[src/rtl/op2sh_pkg.sv]
package op2sh_pkg;
  typedef enum logic [2:0] {
    SK_LSL = 3'd0,
    SK_LSR = 3'd1,
    SK_ASR = 3'd2,
    SK_ROR = 3'd3,
    SK_RRX = 3'd4
  } shift_kind_e;
endpackage

[src/rtl/op2sh_amount.sv]
module op2sh_amount #(
  parameter int DATA_W    = 32,
  parameter int REG_AMT_W = 8,
  parameter int IMM_W     = $clog2(DATA_W),
  parameter int SH_W      = $clog2(DATA_W) + 1
) (
  input  logic [IMM_W-1:0]     imm_amt,
  input  logic [DATA_W-1:0]    reg_amt,
  input  logic                 from_reg,
  output logic                 is_zero,
  output logic                 above_w,
  output logic [IMM_W-1:0]     low_bits,
  output logic [SH_W-1:0]      sat
);
  logic [REG_AMT_W-1:0] amt;
  logic                 at_least_w;

  always_comb begin
    amt        = from_reg ? reg_amt[REG_AMT_W-1:0] : REG_AMT_W'(imm_amt);
    is_zero    = (amt == '0);
    above_w    = (amt >  REG_AMT_W'(DATA_W));
    at_least_w = (amt >= REG_AMT_W'(DATA_W));
    low_bits   = amt[IMM_W-1:0];
    sat        = at_least_w ? SH_W'(DATA_W) : SH_W'(amt);
  end
endmodule

[src/rtl/op2sh_bitrev.sv]
module op2sh_bitrev #(
  parameter int W = 32
) (
  input  logic [W-1:0] din,
  output logic [W-1:0] dout
);
  for (genvar i = 0; i < W; i++) begin : g_rev
    assign dout[i] = din[W-1-i];
  end
endmodule

[src/rtl/op2sh_funnel.sv]
module op2sh_funnel #(
  parameter int DATA_W = 32,
  parameter int SH_W   = $clog2(DATA_W) + 1
) (
  input  logic [DATA_W-1:0] hi,
  input  logic [DATA_W-1:0] lo,
  input  logic [SH_W-1:0]   n,
  output logic [DATA_W-1:0] res,
  output logic              cout
);
  localparam int VW = 2 * DATA_W + 1;

  logic [VW-1:0] stage [SH_W+1];

  assign stage[0] = {hi, lo, 1'b0};

  for (genvar i = 0; i < SH_W; i++) begin : g_stage
    assign stage[i+1] = n[i] ? (stage[i] >> (2 ** i)) : stage[i];
  end

  assign res  = stage[SH_W][DATA_W:1];
  assign cout = stage[SH_W][0];
endmodule

[src/rtl/op2_barrel_shifter.sv]
module op2_barrel_shifter
  import op2sh_pkg::*;
#(
  parameter int DATA_W    = 32,
  parameter int REG_AMT_W = 8
) (
  input  logic [DATA_W-1:0]         opnd_in,
  input  logic [2:0]                shift_kind,
  input  logic [$clog2(DATA_W)-1:0] imm_amt,
  input  logic [DATA_W-1:0]         reg_amt,
  input  logic                      amt_from_reg,
  input  logic                      carry_in,
  output logic [DATA_W-1:0]         shift_out,
  output logic                      carry_out
);
  localparam int IMM_W = $clog2(DATA_W);
  localparam int SH_W  = IMM_W + 1;
  localparam int MSB   = DATA_W - 1;

  logic              amt_zero, amt_above;
  logic [IMM_W-1:0]  amt_low;
  logic [SH_W-1:0]   amt_sat;
  logic [DATA_W-1:0] x_rev, fun_lo, fun_hi, fun_res, res_rev;
  logic [SH_W-1:0]   fun_n;
  logic              fun_c;
  logic              use_rev;
  shift_kind_e       kind;

  op2sh_amount #(.DATA_W(DATA_W), .REG_AMT_W(REG_AMT_W), .IMM_W(IMM_W), .SH_W(SH_W)) u_amt (
    .imm_amt (imm_amt),
    .reg_amt (reg_amt),
    .from_reg(amt_from_reg),
    .is_zero (amt_zero),
    .above_w (amt_above),
    .low_bits(amt_low),
    .sat     (amt_sat)
  );

  op2sh_bitrev #(.W(DATA_W)) u_rev_in  (.din(opnd_in), .dout(x_rev));
  op2sh_bitrev #(.W(DATA_W)) u_rev_out (.din(fun_res), .dout(res_rev));

  op2sh_funnel #(.DATA_W(DATA_W), .SH_W(SH_W)) u_fun (
    .hi  (fun_hi),
    .lo  (fun_lo),
    .n   (fun_n),
    .res (fun_res),
    .cout(fun_c)
  );

  // Left shift runs on the right funnel through bit reversal.
  always_comb begin
    kind    = shift_kind_e'(shift_kind);
    use_rev = (kind == SK_LSL);
    fun_lo  = use_rev ? x_rev : opnd_in;
    fun_hi  = '0;
    fun_n   = amt_sat;
    case (kind)
      SK_ASR: fun_hi = {DATA_W{opnd_in[MSB]}};
      SK_ROR: begin
        fun_hi = opnd_in;
        fun_n  = SH_W'(amt_low);
      end
      SK_RRX: begin
        fun_hi = DATA_W'(carry_in);
        fun_n  = SH_W'(1);
      end
      default: ;
    endcase
  end

  always_comb begin
    if (shift_kind > 3'(SK_RRX)) begin
      shift_out = opnd_in;
      carry_out = carry_in;
    end else if (kind != SK_RRX && amt_zero) begin
      shift_out = opnd_in;
      carry_out = carry_in;
    end else if (kind == SK_ROR && amt_low == '0) begin
      shift_out = opnd_in;
      carry_out = opnd_in[MSB];
    end else if ((kind == SK_LSL || kind == SK_LSR) && amt_above) begin
      shift_out = '0;
      carry_out = 1'b0;
    end else begin
      shift_out = use_rev ? res_rev : fun_res;
      carry_out = fun_c;
    end
  end
endmodule

[config.mk]
export PLATFORM = sky130hd
export DESIGN_NAME = op2_barrel_shifter
export DESIGN_NICKNAME = d
export VERILOG_FILES = /design/src/rtl/op2sh_pkg.sv /design/src/rtl/op2sh_amount.sv /design/src/rtl/op2sh_bitrev.sv /design/src/rtl/op2sh_funnel.sv /design/src/rtl/op2_barrel_shifter.sv
export SDC_FILE = /design/constraint.sdc
export NUM_CORES = 1
export LEC_CHECK = 0
export BUFFER_PORTS_ARGS = -buffer_cell sky130_fd_sc_hd__buf_2
export CAP_MARGIN = 30
export CORE_MARGIN = 4
export CORE_UTILIZATION = 50
export DETAILED_ROUTE_END_ITERATION = 8
export PLACE_DENSITY = 0.74
export RECOVER_POWER = 25
export SLEW_MARGIN = 15
export SYNTH_ARGS = -nofsm -noshare
export SYNTH_HDL_FRONTEND = slang
export SYNTH_SLANG_ARGS = --single-unit
[constraint.sdc]
create_clock -name vclk -period 4.95
set_input_delay 0.99 -clock vclk [all_inputs]
set_output_delay 0.99 -clock vclk [all_outputs]
set_load 0.03 [all_outputs]
* Word-level counts from Yosys, hierarchy flattened
Cells that the tools add are included.
** Word-level totals
- Flip-flop bits (word level) :: 0
- Input port bits :: 74
- Output and inout bits :: 33
- Word-level logic and storage cells :: 35
** Cells by class
- $lt $le $gt $ge :: 3
- Equality and inequality tests :: 5
- Mux-type cells :: 20
- Reductions and logical operators :: 7
** Operators with widths (number)
- 65-bit 2-to-1 mux :: 5
- 32-bit 2-to-1 mux :: 6
- 32-bit one-hot mux with 3 select lines :: 1
- 33-bit 2-to-1 mux :: 1
- 6-bit one-hot mux with 2 select lines :: 1
- 8-bit by 6-bit greater-or-equal comparator with 1-bit output (second input constant) :: 1
- 8-bit by 6-bit > comparator with 1-bit output (second input constant) :: 1
- 8-bit logical NOT :: 1
- 8-bit 2-to-1 mux :: 1
- 3-bit by 2-bit equality test with 1-bit output (second input constant) :: 2
- 6-bit 2-to-1 mux :: 1
- 5-bit logical NOT :: 1
- 1-bit 2-to-1 mux :: 4
- 3-bit by 1-bit equality test with 1-bit output (second input constant) :: 1
- 3-bit equality test (second input constant) :: 1
- 3-bit > comparator (second input constant) :: 1
- 1-bit logical AND :: 3
- 3-bit logical NOT :: 1
- 3-bit != test (second input constant) :: 1
- 1-bit logical OR :: 1

* Longest topological paths before layout
Gate-level depths: netlist (run 1).
- Depth after elaboration :: 15
- Gate-level depth with buffers :: 13
- Gate-level depth less buffers :: 9

* Hierarchy
Synthesis (run 1) repeated with hierarchy kept, for this count alone.
** Second synthesis, totals
- Cell total of the unflattened synthesis :: 868
- Area, all modules :: 7342.0 um2
** Modules (own cells, without submodules)
- op2sh_funnel :: instances 1, cells an instance 526, area an instance 4747.1 um2, seq. area each 0.0 um2
- op2_barrel_shifter :: instances 1, cells an instance 258, area an instance 1954.4 um2, seq. area each 0.0 um2
- op2sh_bitrev :: instances 2, cells an instance 32, area an instance 240.2 um2, seq. area each 0.0 um2
- op2sh_amount :: instances 1, cells an instance 20, area an instance 160.2 um2, seq. area each 0.0 um2

* Worst setup path before layout (run 1)
Ideal clock, no wire load.
- Path type :: input to output
- Start point :: input port shift_kind[0]
- End point :: output port shift_out[12]
- Arrival :: 3.465 ns
- Required time :: 3.960 ns
- Path slack :: 0.495 ns
- Cell stages on the path :: 12
- Buffers on the path :: 3
- Path through :: buf_4 > nor2b_1 > clkbuf_1 > clkbuf_1 > a21oi_1 > a211oi_1 > nor2_1 > a211oi_1 > o211ai_1 > o2111ai_1 > nor2_1 > o21ai_0
** On the way
- Cells in the longest elaborated chain, start to end :: 13
- Elaborated cells between the ends (all ways) :: 25
- Those cells by class :: order compare (1); eq/ne (5); mux (14); reduce/logical (5)
** RTL lines
- from (decl) :: RTL line op2_barrel_shifter.sv:8 : input logic [2:0] shift_kind,
- 3-bit equality test (tied with other cells) :: RTL line op2_barrel_shifter.sv:57 : case (kind)
- 32-bit one-hot mux with 3 select lines (tied with other cells) :: RTL line op2_barrel_shifter.sv:57
- 65-bit 2-to-1 mux (5 in a row) :: RTL line op2sh_funnel.sv:18 : assign stage[i+1] = n[i] ? (stage[i] >> (2 ** i)) : stage[i];
- 33-bit 2-to-1 mux :: RTL line op2sh_funnel.sv:18
- 32-bit 2-to-1 mux :: RTL line op2_barrel_shifter.sv:85 : shift_out = use_rev ? res_rev : fun_res;
- 32-bit 2-to-1 mux :: RTL line op2_barrel_shifter.sv:81 : end else if ((kind == SK_LSL || kind == SK_LSR) && amt_above) begin
- 32-bit 2-to-1 mux :: RTL line op2_barrel_shifter.sv:78 : end else if (kind == SK_ROR && amt_low == '0) begin
- 32-bit 2-to-1 mux :: RTL line op2_barrel_shifter.sv:75 : end else if (kind != SK_RRX && amt_zero) begin
- 32-bit 2-to-1 mux (*) :: RTL line op2_barrel_shifter.sv:72 : if (shift_kind > 3'(SK_RRX)) begin
- to (decl) :: RTL line op2_barrel_shifter.sv:13 : output logic [DATA_W-1:0] shift_out,
Mark *: on every way between the ends. The rest lies on a longest branch, timed or not.

* Worst setup path in the final report (run 1)
- Start point :: input port reg_amt[5]
- End point :: output port shift_out[12]
** On the way
- Cells in the longest elaborated chain, start to end :: 15
- Elaborated cells between the ends (all ways) :: 19
- Those cells by class :: order compare (2); mux (14); reduce/logical (3)
** RTL lines
- from (decl) :: RTL line op2_barrel_shifter.sv:10 : input logic [DATA_W-1:0] reg_amt,
- 8-bit 2-to-1 mux (*) :: RTL line op2sh_amount.sv:19 : amt = from_reg ? reg_amt[REG_AMT_W-1:0] : REG_AMT_W'(imm_amt);
- 8-bit by 6-bit greater-or-equal comparator with 1-bit output :: RTL line op2sh_amount.sv:22 : at_least_w = (amt >= REG_AMT_W'(DATA_W));
- 6-bit 2-to-1 mux :: RTL line op2sh_amount.sv:24 : sat = at_least_w ? SH_W'(DATA_W) : SH_W'(amt);
- 6-bit one-hot mux with 2 select lines :: RTL line op2_barrel_shifter.sv:57
- 65-bit 2-to-1 mux (5 in a row) :: RTL line op2sh_funnel.sv:18
- 33-bit 2-to-1 mux :: RTL line op2sh_funnel.sv:18
- 32-bit 2-to-1 mux :: RTL line op2_barrel_shifter.sv:85
- 32-bit 2-to-1 mux :: RTL line op2_barrel_shifter.sv:81
- 32-bit 2-to-1 mux :: RTL line op2_barrel_shifter.sv:78
- 32-bit 2-to-1 mux (*) :: RTL line op2_barrel_shifter.sv:75
- 32-bit 2-to-1 mux (*) :: RTL line op2_barrel_shifter.sv:72
Marks and branches as above.

==> flow_summary.rst, run 1 <==
.. list-table::
   :header-rows: 1

   * - Metric
     - Value
   * - Area delta synth->final
     - 23.86%
   * - Max-cap check violation count
     - 0
   * - Worst Hold Path Cells
     - 4
   * - Most frequent cells in the layout
     - 94 x sky130_fd_sc_hd__nand2_1, 93 x sky130_fd_sc_hd__buf_4, 76 x sky130_fd_sc_hd__buf_2
   * - Critical path data required time
     - 3.96 ns
   * - Number of diodes
     - 0
   * - Outcome
     - finished with violations
   * - Area of combinational cells with multiple inputs
     - 4827 um^2
   * - Fin crit share
     - 1.005
   * - Static leakage power
     - 2.590 nW
   * - First-iteration detailed-routing DRC count
     - 1513
   * - Sequential share of power
     - 0
   * - Violated checks
     - setup timing
   * - Transition at the pin with the smallest max-transition slack
     - 0.7745 ns
   * - Cells after Synth
     - 794
   * - Area occupied by registers
     - 0 um^2
   * - Power density cells
     - 188.1 nW/um^2
   * - Post-Syn Area
     - 5086 um^2
   * - Syn Nets
     - 868
   * - Rel. slew slack
     - 0.4802
   * - Combinational share of power
     - 1.000
   * - GR Util met3
     - 0.1533
   * - Remaining DRCs
     - 0
   * - Net Sw Power
     - 0.7676 mW
   * - Std cell rows
     - 36
   * - First-pass GRT wire length
     - 40.81 mm
   * - GRT Total Usage
     - 0.4551
   * - GP Congestion
     - 1.119
   * - Maximum number of pins on one net before global-route repair
     - 45
   * - Internal power
     - 0.4174 mW
   * - Final setup TNS
     - -0.02582 ns
   * - Cell variety after synth
     - 75
   * - Avg WL per Cell
     - 27.00 um
   * - Quantity of I/O buffers inserted on ports
     - 83
   * - Worst-path fanout max
     - 7
   * - Average cell area after synthesis
     - 6.406 um^2
   * - Hold Startpoint
     - opnd_in[0]
   * - Worst path setup slack after routing
     - -0.02582 ns
   * - Floorplan Core Area
     - 9819 um^2
   * - Placed inst area
     - 6183 um^2
   * - Height of the die
     - 108.9 um
   * - Max frequency
     - 201.0 MHz
   * - Sequential element share of the synthesized area
     - 0
   * - CP arrival
     - 3.99 ns
   * - Setup-violating endpoint count in the final report
     - 1
   * - Worst IR drop on VDD
     - 0.1110 mV
   * - Endpoints failing hold
     - 0
   * - Pre-CTS WS
     - 0.03420 ns
   * - Number of filler instances in the final layout
     - 980
   * - Startpoint kind of the worst setup timing path
     - primary input
   * - Min Clock Period, post-route
     - 4.976 ns
   * - Type of destination of the critical path
     - primary output
   * - M1 GR Usage
     - 0.5747
   * - Vias post-DR
     - 7752
   * - Area of the die
     - 11850 um^2
   * - Worst min path class
     - primary input to primary output
   * - Total routed wirelength
     - 28.11 mm
   * - Synthesis Warnings
     - 0
   * - Startpoint-to-endpoint class of the critical path
     - primary input to primary output
   * - Starting Density
     - 0.5180
   * - IO Pins
     - 107
   * - Most common cell after layout, fill and taps aside
     - sky130_fd_sc_hd__nand2_1
   * - Drt via density
     - 7.447
   * - Met2 global-route usage
     - 0.6677
   * - Count of sequential standard cells
     - 0
   * - Total grt overflow
     - 0
   * - HPWL after detailed placement
     - 21.63 mm
   * - Width of the chip
     - 108.9 um
   * - Count of final max-slew check failures
     - 0
   * - Number of clock buffers in the layout
     - 0
   * - Initial antenna violation count
     - 0
   * - Most crowded layer after global routing
     - met2
   * - Count of nets left with antenna violations after detail routing
     - 0
   * - Number of global-route vias before repair
     - 6924
   * - Share of total power in the clock network
     - 0
   * - Share of final-layout standard cells stronger than drive strength 1
     - 0.2720
   * - Number of nets at the end of the flow
     - 984
   * - Total iterations of the first detailed-routing run
     - 7
   * - Endpoint with the worst hold slack
     - shift_out[0]
   * - Switching power as a share of total power
     - 0.6478
   * - Post-route design area
     - 6300 um^2
[worst max-delay path, cell delays in order]
cell	delay (ns)
sky130_fd_sc_hd__buf_2	0.11
sky130_fd_sc_hd__or3_1	0.44
sky130_fd_sc_hd__a21o_1	0.25
sky130_fd_sc_hd__buf_4	0.19
sky130_fd_sc_hd__a211oi_1	0.49
sky130_fd_sc_hd__nor2_1	0.14
sky130_fd_sc_hd__a211oi_1	0.36
sky130_fd_sc_hd__o211ai_1	0.19
sky130_fd_sc_hd__o2111ai_1	0.19
sky130_fd_sc_hd__nor2_1	0.10
sky130_fd_sc_hd__o21ai_0	0.27
sky130_fd_sc_hd__buf_2	0.26
[stage by stage]
step	power (mW)	hold slack [ns]	utilization	std cells
floorplan	0.6919	2.196	-	794
global route	1.232	2.463	0.6416	1041
detailed placement	1.105	2.412	0.6297	1036
global placement	1.106	2.403	0.6297	1036
CTS	1.108	2.414	0.6297	1036
finish	1.185	2.444	0.6416	1041
[metal layers]
| layer | routed length, um | vias to the layer above |
|---|---|---|
| li1 | - | 3372 |
| met1 | 10140 | 3495 |
| met2 | 11300 | 692 |
| met3 | 4173 | 193 |
| met4 | 2506 | 0 |
| met5 | 0 | - |
[synth_stat cells, drive strengths merged (5+ instances only)]
| master | count | area [um^2] |
|---|---|---|
| nand3 | 33 | 170.2 |
| o211ai | 35 | 262.8 |
| mux2i | 77 | 820.8 |
| a32oi | 8 | 70.07 |
| o21ai | 81 | 405.4 |
| a22oi | 16 | 120.1 |
| a221oi | 6 | 58.80 |
| nand2 | 95 | 359.1 |
| buf | 47 | 290.3 |
| a211oi | 25 | 220.2 |
| mux2 | 13 | 153.9 |
| o22ai | 27 | 168.9 |
| a21oi | 68 | 344.1 |
| o221ai | 20 | 175.2 |
| a221o | 5 | 50.05 |
| o31ai | 8 | 65.06 |
| or3 | 5 | 31.28 |
| a31oi | 15 | 100.1 |
| clkbuf | 26 | 97.59 |
| nor4 | 5 | 52.55 |
| nand4 | 6 | 37.54 |
| nor2 | 71 | 284.0 |
| a2111oi | 5 | 56.31 |
| nor3 | 31 | 165.2 |
| a21o | 7 | 52.55 |
[power by group through the flow]
stage	Clock, mW	Sequential, mW	Combinational [mW]
after floorplan	0	0	0.692
after global placement	0	0	1.11
after detailed placement	0	0	1.10
after CTS	0	0	1.11
after global routing	0	0	1.23
final	0	0	1.18
[cell type report]
| type | instances | area share |
|---|---|---|
| multi-input combinational | 720 | 0.7662 |
| timing repair buffer | 185 | 0.2056 |
| tap | 133 | 0.02642 |
| inverter | 3 | 0.001787 |
[kinds of logic after synthesis]
group           count (synthesis)  synth area share
compound gates                360            0.4819
simple gates                  268            0.2480
buf+inv                        76           0.07847
mux                            90            0.1916
[how the worst max path moves through the flow]
stage	end	slack (ns)	start	depth (start not counted)
6_report	shift_out[12]	-0.03	reg_amt[5]	12
3_5_place_dp	carry_out	0.03	amt_from_reg	13
5_1_grt	shift_out[12]	-0.01	reg_amt[5]	12
4_1_cts	shift_out[9]	0.02	amt_from_reg	13
2_1_floorplan	shift_out[12]	0.49	shift_kind[0]	12
3_3_place_gp	shift_out[9]	0.04	reg_amt[5]	13
[what timing repair did]
| action | in CTS | in global routing |
|---|---|---|
| buffers inserted | 0 | 3 |
| gates resized for setup | 0 | 22 |
| hold buffers | 0 | 0 |
| setup endpoints to repair | 0 | 26 |
Note: power is estimated with default switching activity, not from simulation.
==> inputs of run 2 (changes only) <==
--- a/config.mk
+++ b/config.mk
@@ -7,6 +7,7 @@
 export LEC_CHECK = 0
 export BUFFER_PORTS_ARGS = -buffer_cell sky130_fd_sc_hd__buf_2
 export CAP_MARGIN = 30
+export CORE_ASPECT_RATIO = 1.1
 export CORE_MARGIN = 4
 export CORE_UTILIZATION = 50
 export DETAILED_ROUTE_END_ITERATION = 8
==> flow_summary.rst, run 2 (same netlist as run 1, synthesis figures left out) <==
.. list-table::
   :header-rows: 1

   * - Metric
     - Value
   * - Outcome
     - finished, final reports clean (was finished with violations)
   * - Total routed wirelength
     - 27.76 mm (was 28.11 mm)
   * - Number of filler instances in the final layout
     - 981 (was 980)
   * - First-pass GRT wire length
     - 41.42 mm (was 40.81 mm)
   * - Number of nets at the end of the flow
     - 974 (was 984)
   * - First-iteration detailed-routing DRC count
     - 1211 (was 1513)
   * - Transition at the pin with the smallest max-transition slack
     - 0.8766 ns (was 0.7745 ns)
   * - Area delta synth->final
     - 22.34% (was 23.86%)
   * - Total iterations of the first detailed-routing run
     - 6 (was 7)
   * - GRT Total Usage
     - 0.4470 (was 0.4551)
   * - Worst-path fanout max
     - 26 (was 7)
   * - Min Clock Period, post-route
     - 4.919 ns (was 4.976 ns)
   * - Count of sequential standard cells
     - 0 (unchanged)
   * - Height of the die
     - 113.8 um (was 108.9 um)
   * - Count of final max-slew check failures
     - 0 (unchanged)
   * - Starting Density
     - 0.5143 (was 0.5180)
   * - Share of total power in the clock network
     - 0 (about the same)
   * - Type of destination of the critical path
     - primary output (unchanged)
   * - Remaining DRCs
     - 0 (unchanged)
   * - Area of the die
     - 11850 um^2 (about the same)
   * - Rel. slew slack
     - 0.4117 (was 0.4802)
   * - Number of cells after detailed placement
     - 1017 (was 1036)
   * - Avg WL per Cell
     - 27.27 um (was 27.00 um)
   * - Number of global-route vias before repair
     - 6967 (was 6924)
   * - Post-Route Hold Slack
     - 2.485 ns (was 2.444 ns)
   * - Endpoints failing hold
     - 0 (unchanged)
   * - Fin crit share
     - 0.9937 (was 1.005)
   * - Sum of internal, switching and leakage power
     - 1.151 mW (was 1.185 mW)
   * - Worst IR drop on VDD
     - 0.1190 mV (was 0.1110 mV)
   * - Worst min path class
     - primary input to primary output (unchanged)
   * - Initial antenna violation count
     - 0 (unchanged)
   * - Internal power
     - 0.3992 mW (was 0.4174 mW)
   * - Startpoint-to-endpoint class of the critical path
     - primary input to primary output (unchanged)
   * - Hold-fix buffers at CTS
     - 0 (unchanged)
   * - IO Pins
     - 107 (unchanged)
   * - Share of final-layout standard cells stronger than drive strength 1
     - 0.2617 (was 0.2720)
   * - Vias post-DR
     - 7655 (was 7752)
   * - Setup-violating endpoint count in the final report
     - 0 (was 1)
   * - CP arrival
     - 3.93 ns (was 3.99 ns)
   * - Most frequent cells in the layout
     - 94 x sky130_fd_sc_hd__nand2_1, 83 x sky130_fd_sc_hd__buf_4, 82 x sky130_fd_sc_hd__buf_2 (was 94 x sky130_fd_sc_hd__nand2_1, 93 x sky130_fd_sc_hd__buf_4, 76 x sky130_fd_sc_hd__buf_2)
   * - Net Sw Power
     - 0.7521 mW (was 0.7676 mW)
   * - Std cell rows
     - 38 (was 36)
   * - Number of diodes
     - 0 (unchanged)
   * - Total grt overflow
     - 0 (unchanged)
   * - Width of the chip
     - 104.2 um (was 108.9 um)
   * - Quantity of I/O buffers inserted on ports
     - 83 (unchanged)
   * - Max-cap check violation count
     - 0 (unchanged)
   * - Combinational share of power
     - 1.000 (about the same)
   * - Count of nets left with antenna violations after detail routing
     - 0 (unchanged)
   * - Maximum number of pins on one net before global-route repair
     - 34 (was 45)
   * - Drt via density
     - 7.520 (was 7.447)
   * - Area occupied by registers
     - 0 um^2 (unchanged)
   * - Number of clock buffers in the layout
     - 0 (unchanged)
   * - Floorplan Core Area
     - 9889 um^2 (was 9819 um^2)
   * - Startpoint kind of the worst setup timing path
     - primary input (unchanged)
   * - Final cell utilization of the core
     - 0.6292 (was 0.6416)
   * - Switching power as a share of total power
     - 0.6532 (was 0.6478)
   * - Sequential share of power
     - 0 (about the same)
   * - Unrepaired setup endpoints after global routing
     - yes
   * - Static leakage power
     - 2.552 nW (was 2.590 nW)
   * - Critical path data required time
     - 3.96 ns (about the same)
   * - GP Congestion
     - 1.141 (was 1.119)
   * - Max frequency
     - 203.3 MHz (was 201.0 MHz)
   * - HPWL after detailed placement
     - 22.02 mm (was 21.63 mm)
   * - Layout Cells excl Fill
     - 1018 (was 1041)
   * - Most common cell after layout, fill and taps aside
     - sky130_fd_sc_hd__nand2_1 (unchanged)
   * - Power density cells
     - 185.0 nW/um^2 (was 188.1 nW/um^2)
-- run 2: cell count changes in the layout (fill, tap and decap cells not counted), moves of 3 or more --
cell	change
sky130_fd_sc_hd__buf_4	-10
sky130_fd_sc_hd__buf_2	+6
sky130_fd_sc_hd__clkbuf_2	-5
sky130_fd_sc_hd__a21oi_2	+4
sky130_fd_sc_hd__o21ai_0	+4
sky130_fd_sc_hd__a21oi_1	-3
sky130_fd_sc_hd__nor2_2	-3
sky130_fd_sc_hd__nor3_1	+3
sky130_fd_sc_hd__nor3_2	-3
sky130_fd_sc_hd__o21ai_1	-3
-- run 2: worst max-delay path, stage by stage --
cell                       delay (ns)
sky130_fd_sc_hd__buf_2           0.11
sky130_fd_sc_hd__o31a_1          0.39
sky130_fd_sc_hd__buf_4           0.21
sky130_fd_sc_hd__a211oi_4        0.37
sky130_fd_sc_hd__buf_12          0.24
sky130_fd_sc_hd__nor2_1          0.10
sky130_fd_sc_hd__a22o_1          0.22
sky130_fd_sc_hd__a211oi_2        0.21
sky130_fd_sc_hd__buf_4           0.19
sky130_fd_sc_hd__o22ai_1         0.10
sky130_fd_sc_hd__o21ai_0         0.39
sky130_fd_sc_hd__o211ai_1        0.17
sky130_fd_sc_hd__buf_2           0.22
-- run 2: routing by layer --
metal | global-route usage | wire length, um | part of all wire
met1 | 0.5490 | 9954 | 0.36
met2 | 0.6836 | 11380 | 0.41
met3 | 0.09734 | 3550 | 0.13
met4 | 0.3422 | 2872 | 0.10
met5 | 0 | 0 | 0
-- run 2: area by class of cell --
| cell class | instances | area, um^2 | area share |
|---|---|---|---|
| inverter | 3 | 11.26 | 0.001810 |
| multi-input combinational | 718 | 4812 | 0.7734 |
| tap | 120 | 150.1 | 0.02413 |
| timing repair buffer | 177 | 1249 | 0.2007 |
-- run 2: power groups by stage --
stage	sequential [mW]	combinational (mW)	clock, mW
detailed placement	0	1.08	0
floorplan	0	0.692	0
global route	0	1.20	0
finish	0	1.15	0
CTS	0	1.08	0
global placement	0	1.08	0
-- run 2: path summary, 6_finish.rpt --
path,start,endpoint,cells past startpoint
worst min-delay path,opnd_in[0],shift_out[0],4
worst max-delay path,reg_amt[5],shift_out[31],13
-- run 2: metrics by stage --
| step | instance area, um^2 | setup TNS [ns] | worst slack (ns) |
|---|---|---|---|
| detailed placement | 6135 | 0 | 0.1309 |
| global placement | 6135 | 0 | 0.06169 |
| finish | 6222 | 0 | 0.03096 |
| global route | 6222 | -0.03958 | -0.02848 |
| CTS | 6135 | 0 | 0.1080 |
| floorplan | 5086 | 0 | 0.4946 |
-- run 2: what timing repair did --
action | 4_1_cts | 5_1_grt
setup buffers | 0 | 1
setup endpoints to repair | 0 | 24
resized for setup | 0 | 17
==> inputs of run 3 (changes only) <==
--- a/config.mk
+++ b/config.mk
@@ -11,7 +11,7 @@
 export CORE_MARGIN = 4
 export CORE_UTILIZATION = 50
 export DETAILED_ROUTE_END_ITERATION = 8
-export PLACE_DENSITY = 0.74
+export PLACE_DENSITY = 0.78
 export RECOVER_POWER = 25
 export SLEW_MARGIN = 15
 export SYNTH_ARGS = -nofsm -noshare
==> flow_summary.rst, run 3 (same netlist as run 1, synthesis figures left out) <==
.. list-table::
   :header-rows: 1

   * - Metric
     - Value
   * - Routed met2 length
     - 11.69 mm (was 11.38 mm)
   * - Number of nets at the end of the flow
     - 977 (was 974)
   * - Rel. slew slack
     - 0.4077 (was 0.4117)
   * - Sequential share of power
     - 0 (about the same)
   * - Type of destination of the critical path
     - primary output (unchanged)
   * - Ordered cell list for the critical path
     - buf_2, nand2b_1, nand2b_1, buf_4, or3_1, nand3_1, o21ai_1, buf_4, a21oi_1, buf_4, o21ai_0, a21oi_1, o221ai_1, buf_2 (was buf_2, o31a_1, buf_4, a211oi_4, buf_12, nor2_1, a22o_1, a211oi_2, buf_4, o22ai_1, o21ai_0, o211ai_1, buf_2)
   * - Total routed wirelength
     - 28.23 mm (was 27.76 mm)
   * - Hold-fix buffers at CTS
     - 0 (unchanged)
   * - Highest signal layer in the routed design
     - met4 (unchanged)
   * - Remaining DRCs
     - 0 (unchanged)
   * - Total grt overflow
     - 0 (unchanged)
   * - Floorplan Core Area
     - 9889 um^2 (unchanged)
   * - Height of the die
     - 113.8 um (unchanged)
   * - Critical path buffer and inverter count
     - 5 (unchanged)
   * - Switching power as a share of total power
     - 0.6515 (was 0.6532)
   * - Max-cap check violation count
     - 0 (unchanged)
   * - Vias post-DR
     - 7786 (was 7655)
   * - HPWL after detailed placement
     - 21.96 mm (was 22.02 mm)
   * - Std cell rows
     - 38 (unchanged)
   * - Initial antenna violation count
     - 0 (unchanged)
   * - Top delay family on crit path
     - buffers and inverters (was compound AO/OA/AOI/OAI gates)
   * - Internal power
     - 0.4067 mW (was 0.3992 mW)
   * - Starting Density
     - 0.5143 (unchanged)
   * - Outcome
     - finished, final reports clean (unchanged)
   * - Most common cell after layout, fill and taps aside
     - sky130_fd_sc_hd__nand2_1 (unchanged)
   * - Quantity of I/O buffers inserted on ports
     - 83 (unchanged)
   * - Startpoint-to-endpoint class of the critical path
     - primary input to primary output (unchanged)
   * - Worst-path fanout max
     - 15 (was 26)
   * - GP Congestion
     - 1.157 (was 1.141)
   * - Endpoints failing hold
     - 0 (unchanged)
   * - Avg WL per Cell
     - 27.65 um (was 27.27 um)
   * - Count of nets left with antenna violations after detail routing
     - 0 (unchanged)
   * - Critical path data required time
     - 3.96 ns (about the same)
   * - Combinational share of power
     - 1.000 (about the same)
   * - Static leakage power
     - 2.570 nW (was 2.552 nW)
   * - Net Sw Power
     - 0.7604 mW (was 0.7521 mW)
   * - Fin crit share
     - 0.9870 (was 0.9937)
   * - Drt via density
     - 7.626 (was 7.520)
   * - CP arrival
     - 3.90 ns (was 3.93 ns)
   * - Number of global-route vias before repair
     - 7110 (was 6967)
   * - Share of total power in the clock network
     - 0 (about the same)
   * - Worst min path class
     - primary input to primary output (unchanged)
   * - Met1 layer wirelength in the final routing
     - 9.763 mm (was 9.954 mm)
   * - Transition at the pin with the smallest max-transition slack
     - 0.8826 ns (was 0.8766 ns)
   * - Area occupied by registers
     - 0 um^2 (unchanged)
   * - Share of final-layout standard cells stronger than drive strength 1
     - 0.2642 (was 0.2617)
   * - Total iterations of the first detailed-routing run
     - 8 (was 6)
   * - Min Clock Period, post-route
     - 4.886 ns (was 4.919 ns)
   * - Number of diodes
     - 0 (unchanged)
   * - Startpoint kind of the worst setup timing path
     - primary input (unchanged)
   * - Final setup TNS
     - 0 ns (unchanged)
   * - Worst IR drop on VDD
     - 0.1070 mV (was 0.1190 mV)
   * - Count of final max-slew check failures
     - 0 (unchanged)
   * - Number of cells after detailed placement
     - 1020 (was 1017)
   * - Maximum number of pins on one net before global-route repair
     - 38 (was 34)
   * - Layout Cells excl Fill
     - 1021 (was 1018)
   * - Max frequency
     - 204.7 MHz (was 203.3 MHz)
   * - First-iteration detailed-routing DRC count
     - 1351 (was 1211)
   * - Width of the chip
     - 104.2 um (unchanged)
   * - Cell at the slowest stage of the critical path
     - sky130_fd_sc_hd__or3_1 (was sky130_fd_sc_hd__o31a_1)
   * - Most frequent cells in the layout
     - 93 x sky130_fd_sc_hd__nand2_1, 88 x sky130_fd_sc_hd__buf_4, 79 x sky130_fd_sc_hd__buf_2 (was 94 x sky130_fd_sc_hd__nand2_1, 83 x sky130_fd_sc_hd__buf_4, 82 x sky130_fd_sc_hd__buf_2)
   * - Area of the die
     - 11850 um^2 (unchanged)
   * - Setup-violating endpoint count in the final report
     - 0 (unchanged)
   * - GRT Total Usage
     - 0.4535 (was 0.4470)
   * - Number of clock buffers in the layout
     - 0 (unchanged)
   * - Count of sequential standard cells
     - 0 (unchanged)
   * - First-pass GRT wire length
     - 42.03 mm (was 41.42 mm)
   * - Power density cells
     - 187.6 nW/um^2 (was 185.0 nW/um^2)
   * - Critical path's most frequent cell
     - sky130_fd_sc_hd__buf_4
   * - IO Pins
     - 107 (unchanged)
   * - Crit path largest cell delay
     - 0.43 ns (was 0.39 ns)
   * - Area delta synth->final
     - 22.34% (unchanged)
   * - Amount of wire on met3 after detailed routing
     - 4.098 mm (was 3.550 mm)
==> run 3: path summary, 6_finish.rpt <==
path / cells after the start / start / slack [ns] / end
max: 14 / amt_from_reg / 0.06 / shift_out[9]
min: 4 / opnd_in[0] / 2.43 / shift_out[0]
==> run 3: layout make-up <==
class	instances	area, um^2
Timing Repair Buffer	180	1256
Inverter	3	11.26
Fill cell	980	3667
Multi-Input combinational cell	718	4805
Tap cell	120	150.1
==> run 3: repair_timing <==
item                                    4_1_cts  5_1_grt
buffers inserted                              0        1
endpoints found under the setup margin        0       31
gates resized for setup                       0       15
==> run 3: routing by layer <==
layer	global-route usage	up-vias
li1	-	3348
met2	0.7074	732
met4	0.3076	0
met1	0.5684	3501
met3	0.08715	205
met5	0	-
==> run 3: power by group through the flow <==
stage               registers (mW)  logic, mW  clock network (mW)
finish                           0       1.17                   0
detailed placement               0       1.09                   0
CTS                              0       1.10                   0
global route                     0       1.21                   0
floorplan                        0      0.692                   0
global placement                 0       1.09                   0
==> run 3: worst min-delay path, stage by stage <==
cell                      delay (ns)
sky130_fd_sc_hd__buf_2          0.16
sky130_fd_sc_hd__nand2_1        0.07
sky130_fd_sc_hd__o21ai_1        0.05
sky130_fd_sc_hd__buf_2          0.17
==> run 3: per-stage QoR <==
step                setup slack (ns)    util  total power [mW]  hold WS (ns)  cell area [um^2]
detailed placement           0.01539  0.6213             1.094         2.406              6145
finish                       0.06430  0.6292             1.167         2.430              6222
global route                -0.01474  0.6292             1.211         2.446              6222
floorplan                     0.4946       -            0.6919         2.196              5086
CTS                          0.01040  0.6213             1.097         2.408              6145
global placement             0.05511  0.6213             1.095         2.404              6145
